$ cat config.mk
export PLATFORM = sky130hd
export DESIGN_NAME = bcd_seg_latch
export DESIGN_NICKNAME = d
export VERILOG_FILES = /design/src/rtl/bcd_seg_pkg.sv /design/src/rtl/bcd_digit_store.sv /design/src/rtl/bcd_seg_decode.sv /design/src/rtl/bcd_phase_gen.sv /design/src/rtl/bcd_seg_latch.sv
export SDC_FILE = /design/constraint.sdc
export NUM_CORES = 1
export LEC_CHECK = 0
export BUFFER_PORTS_ARGS = -buffer_cell sky130_fd_sc_hd__buf_2
export CORE_MARGIN = 5
export CORE_UTILIZATION = 27
export CTS_BUF_LIST = sky130_fd_sc_hd__clkbuf_16
export DETAILED_ROUTE_END_ITERATION = 8
export GPL_TIMING_DRIVEN = 1
export PLACE_DENSITY = 0.52
export SYNTH_ARGS = -nofsm -noshare
export SYNTH_HDL_FRONTEND = slang
export SYNTH_SLANG_ARGS = --single-unit
$ cat constraint.sdc
create_clock -name clk_i -period 2.3 [get_ports clk_i]
set_input_delay 0.345 -clock clk_i [delete_from_list [all_inputs] [get_ports clk_i]]
set_output_delay 0.345 -clock clk_i [all_outputs]
set_load 0.005 [all_outputs]
$ cat src/rtl/bcd_seg_pkg.sv
package bcd_seg_pkg;
  localparam int unsigned DIGIT_W = 4;
  localparam int unsigned SEG_N   = 7;
  typedef logic [DIGIT_W-1:0] digit_t;
  typedef logic [SEG_N-1:0]   seg_t;
  localparam seg_t SEG_OFF = '0;
endpackage

$ cat src/rtl/bcd_digit_store.sv
module bcd_digit_store
  import bcd_seg_pkg::*;
(
  input  logic   clk_i,
  input  logic   rst_ni,
  input  logic   track_i,
  input  digit_t digit_i,
  output digit_t next_o,
  output digit_t store_o
);
  digit_t store_q;

  assign next_o  = track_i ? digit_i : store_q;
  assign store_o = store_q;

  always_ff @(posedge clk_i or negedge rst_ni)
    if (!rst_ni) store_q <= '0;
    else         store_q <= next_o;

  AST_HOLD_DIGIT: assert property (@(posedge clk_i) disable iff (!rst_ni)
    ($past(rst_ni) && !$past(track_i)) |-> $stable(store_q));
endmodule

$ cat src/rtl/bcd_seg_decode.sv
module bcd_seg_decode
  import bcd_seg_pkg::*;
(
  input  digit_t code_i,
  input  logic   blank_i,
  output seg_t   seg_o
);
  seg_t raw;

  always_comb begin
    unique case (code_i)
      4'd0:    raw = 7'h3F;
      4'd1:    raw = 7'h06;
      4'd2:    raw = 7'h5B;
      4'd3:    raw = 7'h4F;
      4'd4:    raw = 7'h66;
      4'd5:    raw = 7'h6D;
      4'd6:    raw = 7'h7D;
      4'd7:    raw = 7'h07;
      4'd8:    raw = 7'h7F;
      4'd9:    raw = 7'h6F;
      default: raw = SEG_OFF;
    endcase
  end

  assign seg_o = blank_i ? SEG_OFF : raw;
endmodule

$ cat src/rtl/bcd_phase_gen.sv
module bcd_phase_gen #(
  parameter int unsigned DIV_CLKS = 4
) (
  input  logic clk_i,
  input  logic rst_ni,
  input  logic enable_i,
  output logic bp_next_o,
  output logic bp_o
);
  localparam int unsigned CNT_W = (DIV_CLKS > 1) ? $clog2(DIV_CLKS) : 1;
  localparam logic [CNT_W-1:0] CNT_LAST = CNT_W'(DIV_CLKS - 1);

  logic [CNT_W-1:0] cnt_q, cnt_d;
  logic             bp_q;
  logic             wrap;

  assign wrap = (cnt_q == CNT_LAST);

  always_comb begin
    if (!enable_i) begin
      cnt_d     = '0;
      bp_next_o = 1'b0;
    end else begin
      cnt_d     = wrap ? '0 : cnt_q + 1'b1;
      bp_next_o = wrap ? ~bp_q : bp_q;
    end
  end

  always_ff @(posedge clk_i or negedge rst_ni)
    if (!rst_ni) begin
      cnt_q <= '0;
      bp_q  <= 1'b0;
    end else begin
      cnt_q <= cnt_d;
      bp_q  <= bp_next_o;
    end

  assign bp_o = bp_q;

  // Period checker: cycles since the last backplane edge in LCD mode.
  logic [31:0] chk_run_q;
  always_ff @(posedge clk_i or negedge rst_ni)
    if (!rst_ni)                      chk_run_q <= '0;
    else if (!enable_i || bp_next_o != bp_q) chk_run_q <= '0;
    else                              chk_run_q <= chk_run_q + 1;

  AST_BP_PERIOD: assert property (@(posedge clk_i) disable iff (!rst_ni)
    chk_run_q < DIV_CLKS);
  AST_BP_IDLE: assert property (@(posedge clk_i) disable iff (!rst_ni)
    ($past(rst_ni) && !$past(enable_i)) |-> !bp_q);
endmodule

$ cat src/rtl/bcd_seg_latch.sv
module bcd_seg_latch
  import bcd_seg_pkg::*;
#(
  parameter int unsigned DIV_CLKS = 4
) (
  input  logic       clk_i,
  input  logic       rst_ni,
  input  logic [3:0] digit_i,
  input  logic       track_i,
  input  logic       blank_i,
  input  logic       invert_i,
  input  logic       lcd_mode_i,
  output logic [6:0] seg_o,
  output logic       backplane_o
);
  digit_t code_next, code_store;
  seg_t   seg_plain;
  seg_t   seg_q;
  logic   bp_next;
  logic   phase;

  bcd_digit_store u_store (
    .clk_i   (clk_i),
    .rst_ni  (rst_ni),
    .track_i (track_i),
    .digit_i (digit_i),
    .next_o  (code_next),
    .store_o (code_store)
  );

  bcd_seg_decode u_dec (
    .code_i  (code_next),
    .blank_i (blank_i),
    .seg_o   (seg_plain)
  );

  bcd_phase_gen #(.DIV_CLKS(DIV_CLKS)) u_phase (
    .clk_i     (clk_i),
    .rst_ni    (rst_ni),
    .enable_i  (lcd_mode_i),
    .bp_next_o (bp_next),
    .bp_o      (backplane_o)
  );

  // Use the backplane's next value so segments and backplane flip together.
  assign phase = lcd_mode_i ? bp_next : invert_i;

  always_ff @(posedge clk_i or negedge rst_ni)
    if (!rst_ni) seg_q <= SEG_OFF;
    else         seg_q <= seg_plain ^ {SEG_N{phase}};

  assign seg_o = seg_q;

  AST_BLANK_OFF: assert property (@(posedge clk_i) disable iff (!rst_ni)
    ($past(rst_ni) && $past(blank_i) && !$past(lcd_mode_i) && !$past(invert_i))
      |-> (seg_o == SEG_OFF));
  AST_BLANK_INV: assert property (@(posedge clk_i) disable iff (!rst_ni)
    ($past(rst_ni) && $past(blank_i) && !$past(lcd_mode_i) && $past(invert_i))
      |-> (seg_o == '1));
  AST_LCD_ALIGN: assert property (@(posedge clk_i) disable iff (!rst_ni)
    ($past(rst_ni) && $past(blank_i) && $past(lcd_mode_i))
      |-> (seg_o == {SEG_N{backplane_o}}));
  AST_STORE_LOAD: assert property (@(posedge clk_i) disable iff (!rst_ni)
    ($past(rst_ni) && $past(track_i)) |-> (code_store == $past(digit_i)));
endmodule

==> reports/metrics.csv, run 1 <==
stage,metric,value,unit
outcome,outcome,"finished, violations left",
outcome,violations in the final reports,negative hold slack,
synth,"post-synthesis share of cell area spent on and, or, nand and nor gates",14.7,%
worst_setup_path,r2r endpoint,seg_o[4],
worst_setup_path,critical path start-end classification,reg -> reg,
clock_tree,total number of clock tree sinks,14,
floorplan,die extent in y,64.8,um
detailed_routing,total via count after detailed routing,599,
clock_tree,Post-CTS Setup Inserts,0,
job,Max Cap Viol,0,
detailed_routing,sum of routed wire length over all layers,1.59,mm
detailed_routing,Routed wire per std cell,12.6,um
timing,clock tree skew after final layout,3.44,ps
worst_setup_path,R2R Setup Slk,350,ps
synth,compound-gate portion of the synthesized area,13.6,%
synth,count of mapped cells out of synthesis,73,
detailed_routing,number of violations reported at the end of detailed-routing iteration 0,8,
detailed_routing,detailed-route vias per instance,4.72,
timing,Final Cycle Share,84.8,%
synth,sequential-to-total area share from yosys stat,43.2,%
worst_setup_path,startpoint kind of the worst setup timing path,register,
finish,fraction of final layout cells with drive strength greater than 1,27.1,%
clock_tree,post-CTS clock slew at the launch and capture registers of the worst setup and hold paths,50,ps
global_routing,initial antenna violation count,0,
timing,final worst path period need,1950,ps
worst_setup_path,CP max FO,3,
timing,post-route setup TNS,0,ps
finish,final antenna diode count,0,
finish,area delta synth->final,26.9,%
finish,"Core Util, Final",36.4,%
worst_setup_path,standard cell with the maximum stage delay on the critical path,sky130_fd_sc_hd__or4b_1,
synth,post-synthesis area per instance,11.1,um^2
synth,number of distinct library cell variants in the gate-level netlist after synthesis,33,
synth,leading cell types by total area after synthesis,"sky130_fd_sc_hd__dfrtp_1, sky130_fd_sc_hd__ha_1, sky130_fd_sc_hd__xnor2_1",
clock_tree,maximum buffer depth of the clock tree,2,
synth,cell area after technology mapping,811,um^2
worst_setup_path,"critical path, cell by cell",mux2i_1 > ha_1 > nand2_1 > o211a_1 > o311a_1 > or4b_1,
synth,count of warnings emitted by yosys,0,
finish,most frequent cells in the layout,"sky130_fd_sc_hd__buf_2, sky130_fd_sc_hd__dfrtp_1, sky130_fd_sc_hd__xnor2_1, sky130_fd_sc_hd__ha_1",
clock_tree,TritonCTS clock tree,built,
clock_tree,count of hold buffers inserted by post-cts repair,0,
floorplan,placeable core region,2830,um^2
timing,hold violation total from the final report,14,
clock_tree,CTS H-tree depth,1,
global_routing,via count of the first global-routing pass,590,
timing,pin slew with the least headroom to its limit,371,ps
worst_setup_path,reg2reg path depth,6,
finish,"leading cell type in the layout, fill and taps excluded",sky130_fd_sc_hd__buf_2,
placed_design,hpwl dp,1.27,mm
worst_setup_path,critical path arrival,2060,ps
detailed_routing,DRC violation count after routing,0,
synth,largest family of logic cells by synthesized area,simple AND/OR/NAND/NOR gates,
synth,Synth Area in Adders,9.26,%
timing,RSZ-0062 raised after global routing,false,
detailed_routing,remaining antenna violation count,0,
power,cell leakage power,0.523,nW
floorplan,area enclosed by the die boundary,4200,um^2
placed_design,port buffer count,17,
timing,timing-limited maximum frequency,513,MHz
global_routing,Overflow after GRT,0,
floorplan,I/O pin count,18,
synth,library cell with the largest summed area after synthesis,sky130_fd_sc_hd__dfrtp_1,
floorplan,site row count,19,
synth,parity-gate share of the synthesized area counting xor and xnor cells,7.56,%
detailed_routing,detailed-routing iteration count for the pre-antenna-repair pass,4,
timing,minimum hold slack,-9.93,ps
timing,# setup viols final,0,
global_routing,overall fraction of global-route tracks in use,8.63,%
synth,fraction of synthesized area in multiplexers,8.49,%
clock_tree,library cell used as clock root buffer,sky130_fd_sc_hd__clkbuf_16,
global_routing,largest net degree at the start of global routing,15,
clock_tree,clk_lat worst skew,240,ps
floorplan,width of the die,64.8,um
synth,top-area cell type share of the netlist area,43.2,%
power,worst vdd rail ir drop,0.350,mV
timing,tightest slew margin relative to the limit,75.2,%
synth,net count after synthesis,89,
global_routing,wire length of the first global-routing pass,2.79,mm
worst_setup_path,category of the worst setup path capture point,register,
power,Power per Cell Area,774,nW/um^2
finish,Total Nets Final,113,
placed_design,weighted congestion at the end of routability-driven global placement,0.778,
clock_tree,CTS buffer count,3,
worst_setup_path,worst path required time,2410,ps
worst_setup_path,longest individual stage delay on the worst path,510,ps
synth,number of register bits inferred by synthesis,14,
floorplan,effective utilization at floorplan,28.7,%
timing,Final Max Tran Viols,0,
min_path,Hold Crit Class,in -> async,
clock_tree,Post-CTS Resized,0,
worst_setup_path,critical register-to-register path startpoint,u_store.store_o[0],
==> layer usage <==
| metal | part of all wire (%) | GRT usage [%] | up-vias |
|---|---|---|---|
| met5 | 0 | 0 | - |
| met4 | 0 | 0.792 | 0 |
| met3 | 8.8 | 4.32 | 0 |
| met2 | 40 | 13.0 | 19 |
| met1 | 51 | 11.5 | 276 |
| li1 | - | - | 304 |
==> worst max-delay path, delay by kind of cell (launching register included) <==
family | cells | cell delay, ps
AOI/OAI and AO/OA | 2 | 430
DFF | 1 | 380
adders and majority gates | 1 | 240
and+or+nand+nor | 2 | 580
muxes | 1 | 200
==> state kept, by name, summed over array words and instances (netlist names) <==
register / cells
seg_o: 7
u_store.store_o: 4
u_phase.cnt_q: 2
u_phase.bp_o: 1
==> cells by family after synthesis <==
family	Yosys count
muxes	6
and+or+nand+nor	21
xor gates and xnor gates	7
buffers and inverters	5
AOI/OAI and AO/OA	14
adders and majority gates	6
DFF	14
==> area by class of cell <==
class                      count  area (um^2)
tap                           31         38.8
timing repair buffer          21          115
fill                         285         1800
clock buffer                   3         75.1
inverter                       3         11.3
sequential                    14          350
multi-input combinational     54          434
clock inverter                 1         3.75
==> cells in the mapped netlist <==
| cell type | count |
|---|---|
| sky130_fd_sc_hd__a211oi_1 | 2 |
| sky130_fd_sc_hd__a21bo_1 | 1 |
| sky130_fd_sc_hd__a21boi_1 | 1 |
| sky130_fd_sc_hd__a21o_1 | 2 |
| sky130_fd_sc_hd__a21oi_1 | 1 |
| sky130_fd_sc_hd__a2bb2oi_1 | 1 |
| sky130_fd_sc_hd__a31oi_1 | 1 |
| sky130_fd_sc_hd__and2_1 | 3 |
| sky130_fd_sc_hd__buf_6 | 1 |
| sky130_fd_sc_hd__clkbuf_1 | 1 |
| sky130_fd_sc_hd__dfrtp_1 | 14 |
| sky130_fd_sc_hd__ha_1 | 6 |
| sky130_fd_sc_hd__inv_1 | 3 |
| sky130_fd_sc_hd__mux2_4 | 1 |
| sky130_fd_sc_hd__mux2i_1 | 4 |
| sky130_fd_sc_hd__mux2i_2 | 1 |
| sky130_fd_sc_hd__nand2_1 | 3 |
| sky130_fd_sc_hd__nand2b_1 | 1 |
| sky130_fd_sc_hd__nand3_1 | 2 |
| sky130_fd_sc_hd__nor2_1 | 4 |
| sky130_fd_sc_hd__nor2b_1 | 2 |
| sky130_fd_sc_hd__nor3_1 | 1 |
| sky130_fd_sc_hd__nor4b_1 | 1 |
| sky130_fd_sc_hd__o211a_1 | 1 |
| sky130_fd_sc_hd__o21bai_1 | 2 |
| sky130_fd_sc_hd__o311a_1 | 1 |
| sky130_fd_sc_hd__o31ai_1 | 1 |
| sky130_fd_sc_hd__or2_1 | 1 |
| sky130_fd_sc_hd__or3_1 | 1 |
| sky130_fd_sc_hd__or3b_1 | 1 |
| sky130_fd_sc_hd__or4b_1 | 1 |
| sky130_fd_sc_hd__xnor2_1 | 6 |
| sky130_fd_sc_hd__xor2_1 | 1 |
==> per-stage QoR <==
step	hold slack, ps	std cells	worst slack (ps)	total power (W)	cell area [um^2]
final	-9.93	127	351	0.000796	1030
after CTS	4.77	127	338	0.000807	1030
after global placement	265	123	146	0.000470	950
after detailed placement	264	123	120	0.000471	950
after global routing	22.0	127	261	0.000844	1030
after floorplan	49.4	73	150	0.000402	811
==> report_power, final <==
part / total (W) / leakage (nW) / internal [W] / switching [W]
Combinational: 0.000169 / 0.313 / 0.0000846 / 0.0000848
Clock: 0.000332 / 0.0385 / 0.000230 / 0.000102
Sequential: 0.000294 / 0.171 / 0.000282 / 0.0000122
==> worst max-delay path by stage <==
stage                                   from       end  slack, ps  depth (start not counted)
after global routing      u_store.store_o[1]  seg_o[4]        260                          6
after global placement               track_i  seg_o[4]        150                          7
after CTS                 u_store.store_o[0]  seg_o[4]        340                          6
final                     u_store.store_o[0]  seg_o[4]        350                          6
after detailed placement             track_i  seg_o[4]        120                          7
after floorplan                      track_i  seg_o[4]        150                          7
Power figures use the tool's default switching activity.
==> run 2, diff against run 1 <==
--- a/config.mk
+++ b/config.mk
@@ -5,13 +5,14 @@
 export SDC_FILE = /design/constraint.sdc
 export NUM_CORES = 1
 export LEC_CHECK = 0
+export ABC_AREA = 1
 export BUFFER_PORTS_ARGS = -buffer_cell sky130_fd_sc_hd__buf_2
 export CORE_MARGIN = 5
 export CORE_UTILIZATION = 27
 export CTS_BUF_LIST = sky130_fd_sc_hd__clkbuf_16
 export DETAILED_ROUTE_END_ITERATION = 8
 export GPL_TIMING_DRIVEN = 1
-export PLACE_DENSITY = 0.52
+export PLACE_DENSITY = 0.53
 export SYNTH_ARGS = -nofsm -noshare
 export SYNTH_HDL_FRONTEND = slang
 export SYNTH_SLANG_ARGS = --single-unit
==> constraint.sdc (replaced) <==
create_clock -name clk_i -period 1.63 [get_ports clk_i]
set_input_delay 0.2445 -clock clk_i [delete_from_list [all_inputs] [get_ports clk_i]]
set_output_delay 0.2445 -clock clk_i [all_outputs]
set_load 0.005 [all_outputs]
==> reports/metrics.csv, run 2 <==
stage,metric,value,unit,change
outcome,outcome,completed,,"was finished, violations left"
synth,net count after synthesis,128,,was 89
synth,sequential-to-total area share from yosys stat,39.8,%,was 43.2%
detailed_routing,number of violations reported at the end of detailed-routing iteration 0,29,,was 8
synth,most instantiated library cell after synthesis,sky130_fd_sc_hd__nand2_1,,was sky130_fd_sc_hd__dfrtp_1
detailed_routing,sum of routed wire length over all layers,1.77,mm,was 1.59 mm
worst_setup_path,CP max FO,4,,was 3
worst_setup_path,"critical path, cell by cell",o21ai_1 > buf_4 > ha_1 > nand3_1 > a21oi_1 > nand2_1 > nand2_1 > nand2_1,,was mux2i_1 > ha_1 > nand2_1 > o211a_1 > o311a_1 > or4b_1
synth,leading cell types by count after synthesis,"sky130_fd_sc_hd__nand2_1, sky130_fd_sc_hd__inv_1, sky130_fd_sc_hd__nand3_1, sky130_fd_sc_hd__dfrtp_1",,"was sky130_fd_sc_hd__dfrtp_1, sky130_fd_sc_hd__ha_1, sky130_fd_sc_hd__xnor2_1, sky130_fd_sc_hd__mux2i_1, sky130_fd_sc_hd__nor2_1"
finish,Largest register FFs,7,,unchanged
synth,post-synthesis async set-or-reset flop share,100,%,unchanged
worst_setup_path,category of the worst setup path capture point,register,,unchanged
job,Max Cap Viol,0,,unchanged
global_routing,initial antenna violation count,0,,unchanged
synth,count of mapped cells out of synthesis,112,,was 73
finish,most frequent cells in the layout,"sky130_fd_sc_hd__nand2_1, sky130_fd_sc_hd__buf_2, sky130_fd_sc_hd__inv_1, sky130_fd_sc_hd__nand3_1, sky130_fd_sc_hd__dfrtp_1",,"was sky130_fd_sc_hd__buf_2, sky130_fd_sc_hd__dfrtp_1, sky130_fd_sc_hd__xnor2_1, sky130_fd_sc_hd__ha_1"
power,overall power consumption,0.00110,W,was 0.000796 W
power,cell leakage power,0.614,nW,was 0.523 nW
clock_tree,post-CTS clock slew at the launch and capture registers of the worst setup and hold paths,50,ps,about the same
worst_setup_path,startpoint kind of the worst setup timing path,register,,unchanged
timing,Final Cycle Share,85.3,%,was 84.8%
floorplan,width of the die,67.1,um,was 64.8 um
timing,timing-limited maximum frequency,719,MHz,was 513 MHz
floorplan,area enclosed by the die boundary,4500,um^2,was 4200 um^2
placed_design,weighted congestion at the end of routability-driven global placement,0.812,,was 0.778
synth,most frequently used flop master after synthesis,sky130_fd_sc_hd__dfrtp_1,,unchanged
floorplan,site row count,20,,was 19
floorplan,I/O pin count,18,,unchanged
synth,leading cell types by total area after synthesis,"sky130_fd_sc_hd__dfrtp_1, sky130_fd_sc_hd__nand2_1, sky130_fd_sc_hd__nand3_1",,"was sky130_fd_sc_hd__dfrtp_1, sky130_fd_sc_hd__ha_1, sky130_fd_sc_hd__xnor2_1"
timing,final worst path period need,1390,ps,was 1950 ps
finish,"leading cell type in the layout, fill and taps excluded",sky130_fd_sc_hd__nand2_1,,was sky130_fd_sc_hd__buf_2
global_routing,layer with the highest usage,met2,,unchanged
global_routing,met1 GRT Util,8.81,%,was 11.5%
global_routing,overall fraction of global-route tracks in use,9.08,%,was 8.63%
worst_setup_path,standard cell with the maximum stage delay on the critical path,sky130_fd_sc_hd__dfrtp_1,,was sky130_fd_sc_hd__or4b_1
timing,RSZ-0062 raised after global routing,false,,unchanged
floorplan,effective utilization at floorplan,28.6,%,was 28.7%
global_routing,largest net degree at the start of global routing,15,,unchanged
finish,Total Nets Final,149,,was 113
power,worst vdd rail ir drop,0.255,mV,was 0.350 mV
finish,fraction of final layout cells with drive strength greater than 1,25.0,%,was 27.1%
global_routing,met2 track demand over resource,17.5,%,was 13.0%
worst_setup_path,critical path start-end classification,reg -> reg,,unchanged
synth,number of register bits inferred by synthesis,14,,unchanged
min_path,Hold Crit Class,in -> reg,,was in -> async
timing,post-route setup TNS,0,ps,unchanged
worst_setup_path,Crit path max-delay family,flip-flops,,was simple AND/OR/NAND/NOR gates
timing,tightest slew margin relative to the limit,78.3,%,was 75.2%
placed_design,hpwl dp,1.44,mm,was 1.27 mm
global_routing,via count of the first global-routing pass,766,,was 590
global_routing,met3 usage,1.52,%,was 4.32%
timing,clock tree skew after final layout,0.793,ps,was 3.44 ps
clock_tree,maximum buffer depth of the clock tree,2,,unchanged
worst_setup_path,critical path arrival,1520,ps,was 2060 ps
detailed_routing,detailed-routing iteration count for the pre-antenna-repair pass,4,,unchanged
synth,count of warnings emitted by yosys,0,,unchanged
timing,Final Max Tran Viols,0,,unchanged
detailed_routing,remaining antenna violation count,0,,unchanged
global_routing,wire length of the first global-routing pass,3.08,mm,was 2.79 mm
timing,# setup viols final,0,,unchanged
detailed_routing,total via count after detailed routing,737,,was 599
synth,number of distinct library cell variants in the gate-level netlist after synthesis,16,,was 33
clock_tree,TritonCTS clock tree,built,,unchanged
detailed_routing,DRC violation count after routing,0,,unchanged
detailed_routing,detailed-route vias per instance,4.19,,was 4.72
worst_setup_path,R2R Setup Slk,240,ps,was 350 ps
clock_tree,CTS H-tree depth,1,,unchanged
power,Power per Cell Area,1000,nW/um^2,was 774 nW/um^2
floorplan,die extent in y,67.1,um,was 64.8 um
synth,post-synthesis area per instance,7.85,um^2,was 11.1 um^2
floorplan,placeable core region,3080,um^2,was 2830 um^2
timing,pin slew with the least headroom to its limit,325,ps,was 371 ps
finish,final antenna diode count,0,,unchanged
synth,number of synthesized flops with an enable pin,0,,unchanged
worst_setup_path,Most Frequent Cell on Critical Path,sky130_fd_sc_hd__nand2_1,,
detailed_routing,Routed wire per std cell,10.0,um,was 12.6 um
clock_tree,clk_lat worst skew,240,ps,about the same
worst_setup_path,worst path required time,1760,ps,was 2410 ps
clock_tree,library cell used as clock root buffer,sky130_fd_sc_hd__clkbuf_16,,unchanged
worst_setup_path,worst path bufs/invs,1,,was 0
synth,library cell with the largest summed area after synthesis,sky130_fd_sc_hd__dfrtp_1,,unchanged
worst_setup_path,longest individual stage delay on the worst path,360,ps,was 510 ps
placed_design,port buffer count,17,,unchanged
clock_tree,CTS buffer count,3,,unchanged
clock_tree,total number of clock tree sinks,14,,unchanged
timing,hold violation total from the final report,0,,was 14
global_routing,Overflow after GRT,0,,unchanged
synth,cell area after technology mapping,880,um^2,was 811 um^2
synth,top-area cell type share of the netlist area,39.8,%,was 43.2%
finish,area delta synth->final,24.3,%,was 26.9%
[run 2: logic make-up after synthesis]
kind of cell	share of synthesized area, %
simple gates	38.5
fa+ha+maj	8.53
flops	39.8
buf+inv	11.0
compound gates	2.13
[run 2: final timing paths]
kind	depth (start not counted)	startpoint	endpoint
hold reg to reg	1	u_phase.cnt_q[0]	u_phase.cnt_q[0]
setup reg to reg	8	u_store.store_o[0]	seg_o[4]
hold / removal	3	lcd_mode_i	u_phase.cnt_q[1]
min in group asynchronous	2	rst_ni	u_store.store_o[1]
setup / recovery	8	u_store.store_o[0]	seg_o[4]
max in group asynchronous	2	rst_ni	u_phase.bp_o
[run 2: area by class of cell]
class                   instances  area [um^2]
fillers                       334         1980
inverters                      17         68.8
multi-input cells              78          438
clock inverters                 1         3.75
clock buffers                   3         75.1
well taps                      44         55.1
repair buffers                 19          103
flip-flops and latches         14          350
[run 2: stage by stage]
stage	hold slack [ps]	setup WS, ps	utilization (%)	cells	instance area, um^2
finish	229	240	35.5	176	1090
global route	245	105	35.5	176	1090
CTS	229	129	35.4	176	1090
detailed placement	170	86.7	32.5	171	1000
global placement	154	129	32.5	171	1000
floorplan	-51.1	175	-	112	880
[run 2: worst register-to-register path, delay by kind of cell (launching register included)]
| kind | cells | cell delay (ps) |
|---|---|---|
| simple gates | 4 | 270 |
| flops | 1 | 360 |
| fa+ha+maj | 1 | 150 |
| buf+inv | 1 | 160 |
| compound gates | 2 | 330 |
[run 2: routing by layer]
metal | part of all wire [%] | up-vias
li1 | - | 391
met1 | 43 | 330
met2 | 51 | 11
met3 | 3.4 | 5
met4 | 2.4 | 0
met5 | 0 | -
[run 2: report_power, final]
group	internal [W]	switching, W
Combinational	0.0000887	0.000144
Sequential	0.000388	0.0000114
Clock	0.000324	0.000141
[run 2: timing repair]
action / 4_1_cts / 5_1_grt
buffers inserted: 0 / 0
resized for setup: 0 / 1
hold endpoints to repair: 14 / 0
hold buffers: 1 / 0
endpoints found under the setup margin: 0 / 1
==> run 3, diff against run 2 <==
--- a/config.mk
+++ b/config.mk
@@ -12,7 +12,9 @@
 export CTS_BUF_LIST = sky130_fd_sc_hd__clkbuf_16
 export DETAILED_ROUTE_END_ITERATION = 8
 export GPL_TIMING_DRIVEN = 1
-export PLACE_DENSITY = 0.53
+export PLACE_DENSITY = 0.5
+export SLEW_MARGIN = 25
 export SYNTH_ARGS = -nofsm -noshare
 export SYNTH_HDL_FRONTEND = slang
+export SYNTH_HIERARCHICAL = 1
 export SYNTH_SLANG_ARGS = --single-unit
==> reports/metrics.csv, run 3 <==
stage,metric,value,unit,change
outcome,outcome,completed,,unchanged
timing,"Worst Setup Slack, final",195,ps,was 240 ps
global_routing,overall fraction of global-route tracks in use,9.31,%,was 9.08%
placed_design,worst-case setup slack after placement,47.8,ps,was 86.7 ps
power,power share of the combinational group,19.0,%,was 21.2%
synth,count of warnings emitted by yosys,6,,was 0
timing,final worst path period need,1440,ps,was 1390 ps
timing,# setup viols final,0,,unchanged
clock_tree,Post-CTS Resized,0,,unchanged
worst_setup_path,category of the worst setup path capture point,register,,unchanged
finish,"leading cell type in the layout, fill and taps excluded",sky130_fd_sc_hd__nand2_1,,unchanged
clock_tree,count of hold buffers inserted by post-cts repair,1,,unchanged
power,internal power,0.000796,W,was 0.000801 W
global_routing,initial antenna violation count,0,,unchanged
worst_setup_path,R2R Setup Slk,190,ps,was 240 ps
floorplan,I/O pin count,18,,unchanged
synth,leading cell types by count after synthesis,"sky130_fd_sc_hd__nand2_1, sky130_fd_sc_hd__inv_1, sky130_fd_sc_hd__nor2_1, sky130_fd_sc_hd__dfrtp_1, sky130_fd_sc_hd__nand3_1",,"was sky130_fd_sc_hd__nand2_1, sky130_fd_sc_hd__inv_1, sky130_fd_sc_hd__nand3_1, sky130_fd_sc_hd__dfrtp_1"
synth,post-synthesis area per instance,7.41,um^2,was 7.85 um^2
power,Power per Cell Area,1060,nW/um^2,was 1000 nW/um^2
power,Sequential Power Share,37.8,%,was 36.4%
detailed_routing,Routed wire per std cell,9.79,um,was 10.0 um
floorplan,placeable core region,2780,um^2,was 3080 um^2
finish,final antenna diode count,0,,unchanged
power,worst vdd rail ir drop,0.494,mV,was 0.255 mV
floorplan,effective utilization at floorplan,28.3,%,was 28.6%
placed_design,hpwl dp,1.26,mm,was 1.44 mm
synth,number of synthesized flops with an enable pin,0,,unchanged
detailed_routing,detailed-routing iteration count for the pre-antenna-repair pass,4,,unchanged
clock_tree,maximum buffer depth of the clock tree,2,,unchanged
timing,RSZ-0062 raised after global routing,false,,unchanged
floorplan,width of the die,63.9,um,was 67.1 um
synth,sequential-to-total area share from yosys stat,44.6,%,was 39.8%
global_routing,via count of the first global-routing pass,719,,was 766
synth,number of register bits inferred by synthesis,14,,unchanged
clock_tree,TritonCTS clock tree,built,,unchanged
floorplan,die extent in y,63.9,um,was 67.1 um
global_routing,largest net degree at the start of global routing,15,,unchanged
timing,timing-limited maximum frequency,697,MHz,was 719 MHz
job,Max Cap Viol,0,,unchanged
synth,net count after synthesis,122,,was 128
power,sw power,0.000267,W,was 0.000296 W
finish,footprint of the multi-input gates,357,um^2,was 438 um^2
finish,Sequential Area,350,um^2,unchanged
worst_setup_path,critical path start-end classification,reg -> reg,,unchanged
finish,Largest register FFs,7,,unchanged
clock_tree,clk_lat worst skew,240,ps,about the same
synth,count of mapped cells out of synthesis,106,,was 112
timing,minimum hold slack,262,ps,was 229 ps
synth,library cell with the largest summed area after synthesis,sky130_fd_sc_hd__dfrtp_1,,unchanged
power,overall power consumption,0.00106,W,was 0.00110 W
clock_tree,CTS H-tree depth,1,,unchanged
synth,number of distinct library cell variants in the gate-level netlist after synthesis,12,,was 16
floorplan,site row count,19,,was 20
detailed_routing,DRC violation count after routing,0,,unchanged
worst_setup_path,critical path arrival,1560,ps,was 1520 ps
global_routing,wire length of the first global-routing pass,3.06,mm,was 3.08 mm
synth,most frequently used flop master after synthesis,sky130_fd_sc_hd__dfrtp_1,,unchanged
finish,fillcell total,295,,was 334
worst_setup_path,critical register-to-register path startpoint,u_store/store_o[1],,was u_store.store_o[0]
timing,hold violation total from the final report,0,,unchanged
timing,Final Cycle Share,88.1,%,was 85.3%
placed_design,port buffer count,17,,unchanged
synth,top-area cell type share of the netlist area,44.6,%,was 39.8%
synth,cell area after technology mapping,786,um^2,was 880 um^2
finish,area delta synth->final,28.0,%,was 24.3%
power,cell leakage power,0.587,nW,was 0.614 nW
finish,most frequent cells in the layout,"sky130_fd_sc_hd__nand2_1, sky130_fd_sc_hd__inv_1, sky130_fd_sc_hd__buf_2",,"was sky130_fd_sc_hd__nand2_1, sky130_fd_sc_hd__buf_2, sky130_fd_sc_hd__inv_1, sky130_fd_sc_hd__nand3_1, sky130_fd_sc_hd__dfrtp_1"
timing,pin slew with the least headroom to its limit,323,ps,was 325 ps
worst_setup_path,start point of the critical path,u_store/store_o[1],,was u_store.store_o[0]
min_path,cell count of the worst hold path,3,,unchanged
detailed_routing,remaining antenna violation count,0,,unchanged
finish,Total Nets Final,146,,was 149
worst_setup_path,reg2reg path depth,12,,was 8
synth,most instantiated library cell after synthesis,sky130_fd_sc_hd__nand2_1,,unchanged
min_path,Hold Crit Class,in -> reg,,unchanged
worst_setup_path,CP max FO,4,,unchanged
clock_tree,library cell used as clock root buffer,sky130_fd_sc_hd__clkbuf_16,,unchanged
synth,leading cell types by total area after synthesis,"sky130_fd_sc_hd__dfrtp_1, sky130_fd_sc_hd__nand2_1, sky130_fd_sc_hd__ha_1",,"was sky130_fd_sc_hd__dfrtp_1, sky130_fd_sc_hd__nand2_1, sky130_fd_sc_hd__nand3_1"
clock_tree,post-CTS clock slew at the launch and capture registers of the worst setup and hold paths,50,ps,about the same
synth,post-synthesis async set-or-reset flop share,100,%,unchanged
floorplan,area enclosed by the die boundary,4090,um^2,was 4500 um^2
global_routing,Overflow after GRT,0,,unchanged
clock_tree,total number of clock tree sinks,14,,unchanged
placed_design,weighted congestion at the end of routability-driven global placement,0.737,,was 0.812
detailed_routing,detailed-route vias per instance,4.39,,was 4.19
timing,post-route setup TNS,0,ps,unchanged
power,fraction of power consumed by the clock network,43.2,%,was 42.4%
timing,clock tree skew after final layout,1.54,ps,was 0.793 ps
clock_tree,Post-CTS Setup Inserts,0,,unchanged
worst_setup_path,startpoint kind of the worst setup timing path,register,,unchanged
detailed_routing,sum of routed wire length over all layers,1.57,mm,was 1.77 mm
timing,tightest slew margin relative to the limit,78.5,%,was 78.3%
detailed_routing,total via count after detailed routing,702,,was 737
clock_tree,CTS buffer count,3,,unchanged
power,fraction of power spent switching nets,25.1,%,was 27.0%
timing,Final Max Tran Viols,0,,unchanged
finish,fraction of final layout cells with drive strength greater than 1,18.6,%,was 25.0%
worst_setup_path,worst path required time,1760,ps,about the same
detailed_routing,number of violations reported at the end of detailed-routing iteration 0,24,,was 29
min_path,hold path start,lcd_mode_i,,unchanged
run 3: worst max-delay path, cell delays in order, from the launching register on:
cell and delay (ps):
sky130_fd_sc_hd__dfrtp_1 350, sky130_fd_sc_hd__nand2_1 60, sky130_fd_sc_hd__nand2_1 60, sky130_fd_sc_hd__buf_4 150
sky130_fd_sc_hd__ha_1 180, sky130_fd_sc_hd__inv_1 50, sky130_fd_sc_hd__nand2_1 40, sky130_fd_sc_hd__nand2_1 80
sky130_fd_sc_hd__nor2_1 40, sky130_fd_sc_hd__nor2_1 130, sky130_fd_sc_hd__inv_1 50, sky130_fd_sc_hd__nand3_1 70
sky130_fd_sc_hd__nand2_1 60
run 3: kinds of logic after synthesis:
family,synth area share [%]
buffers and inverters,10.0
AND/OR/NAND/NOR,33.1
adder cells (fa/ha/maj),9.55
flip-flops,44.6
AO/OA/AOI/OAI,2.71
run 3: final timing paths:
check / to
hold reg to reg: u_phase/cnt_q[0]
min in group asynchronous: u_store/store_o[2]
hold / removal: u_phase/cnt_q[1]
setup reg to reg: seg_o[6]
max in group asynchronous: seg_o[0]
setup / recovery: seg_o[6]
run 3: layout make-up:
| cell class | instances | share of cell area [%] |
|---|---|---|
| clock buffer | 3 | 7.46 |
| clock inverter | 1 | 0.373 |
| inverter | 21 | 7.84 |
| multi-input combinational | 71 | 35.4 |
| sequential | 14 | 34.8 |
| tap | 31 | 3.86 |
| timing repair buffer | 19 | 10.2 |
run 3: layer usage:
metal	GRT usage [%]	routed length [um]	vias to the layer above
met2	14.8	751	11
met3	2.10	64	5
li1	-	-	366
met4	6.23	51	0
met1	11.1	698	320
met5	0	0	-
run 3: power groups by stage:
stage                     clock network [W]  logic (W)  registers, W
after floorplan                           0   0.000123      0.000412
after global placement                    0   0.000201      0.000407
after detailed placement                  0   0.000205      0.000408
after CTS                          0.000469   0.000208      0.000402
after global routing               0.000488   0.000243      0.000406
final                              0.000459   0.000202      0.000401
run 3: metrics by stage:
| stage | std cells | util [%] | cell area [um^2] |
|---|---|---|---|
| 2_1_floorplan | 106 | - | 786 |
| 3_3_place_gp | 155 | 33.0 | 917 |
| 3_5_place_dp | 155 | 33.0 | 917 |
| 4_1_cts | 160 | 36.2 | 1010 |
| 5_1_grt | 160 | 36.2 | 1010 |
| 6_report | 160 | 36.2 | 1010 |
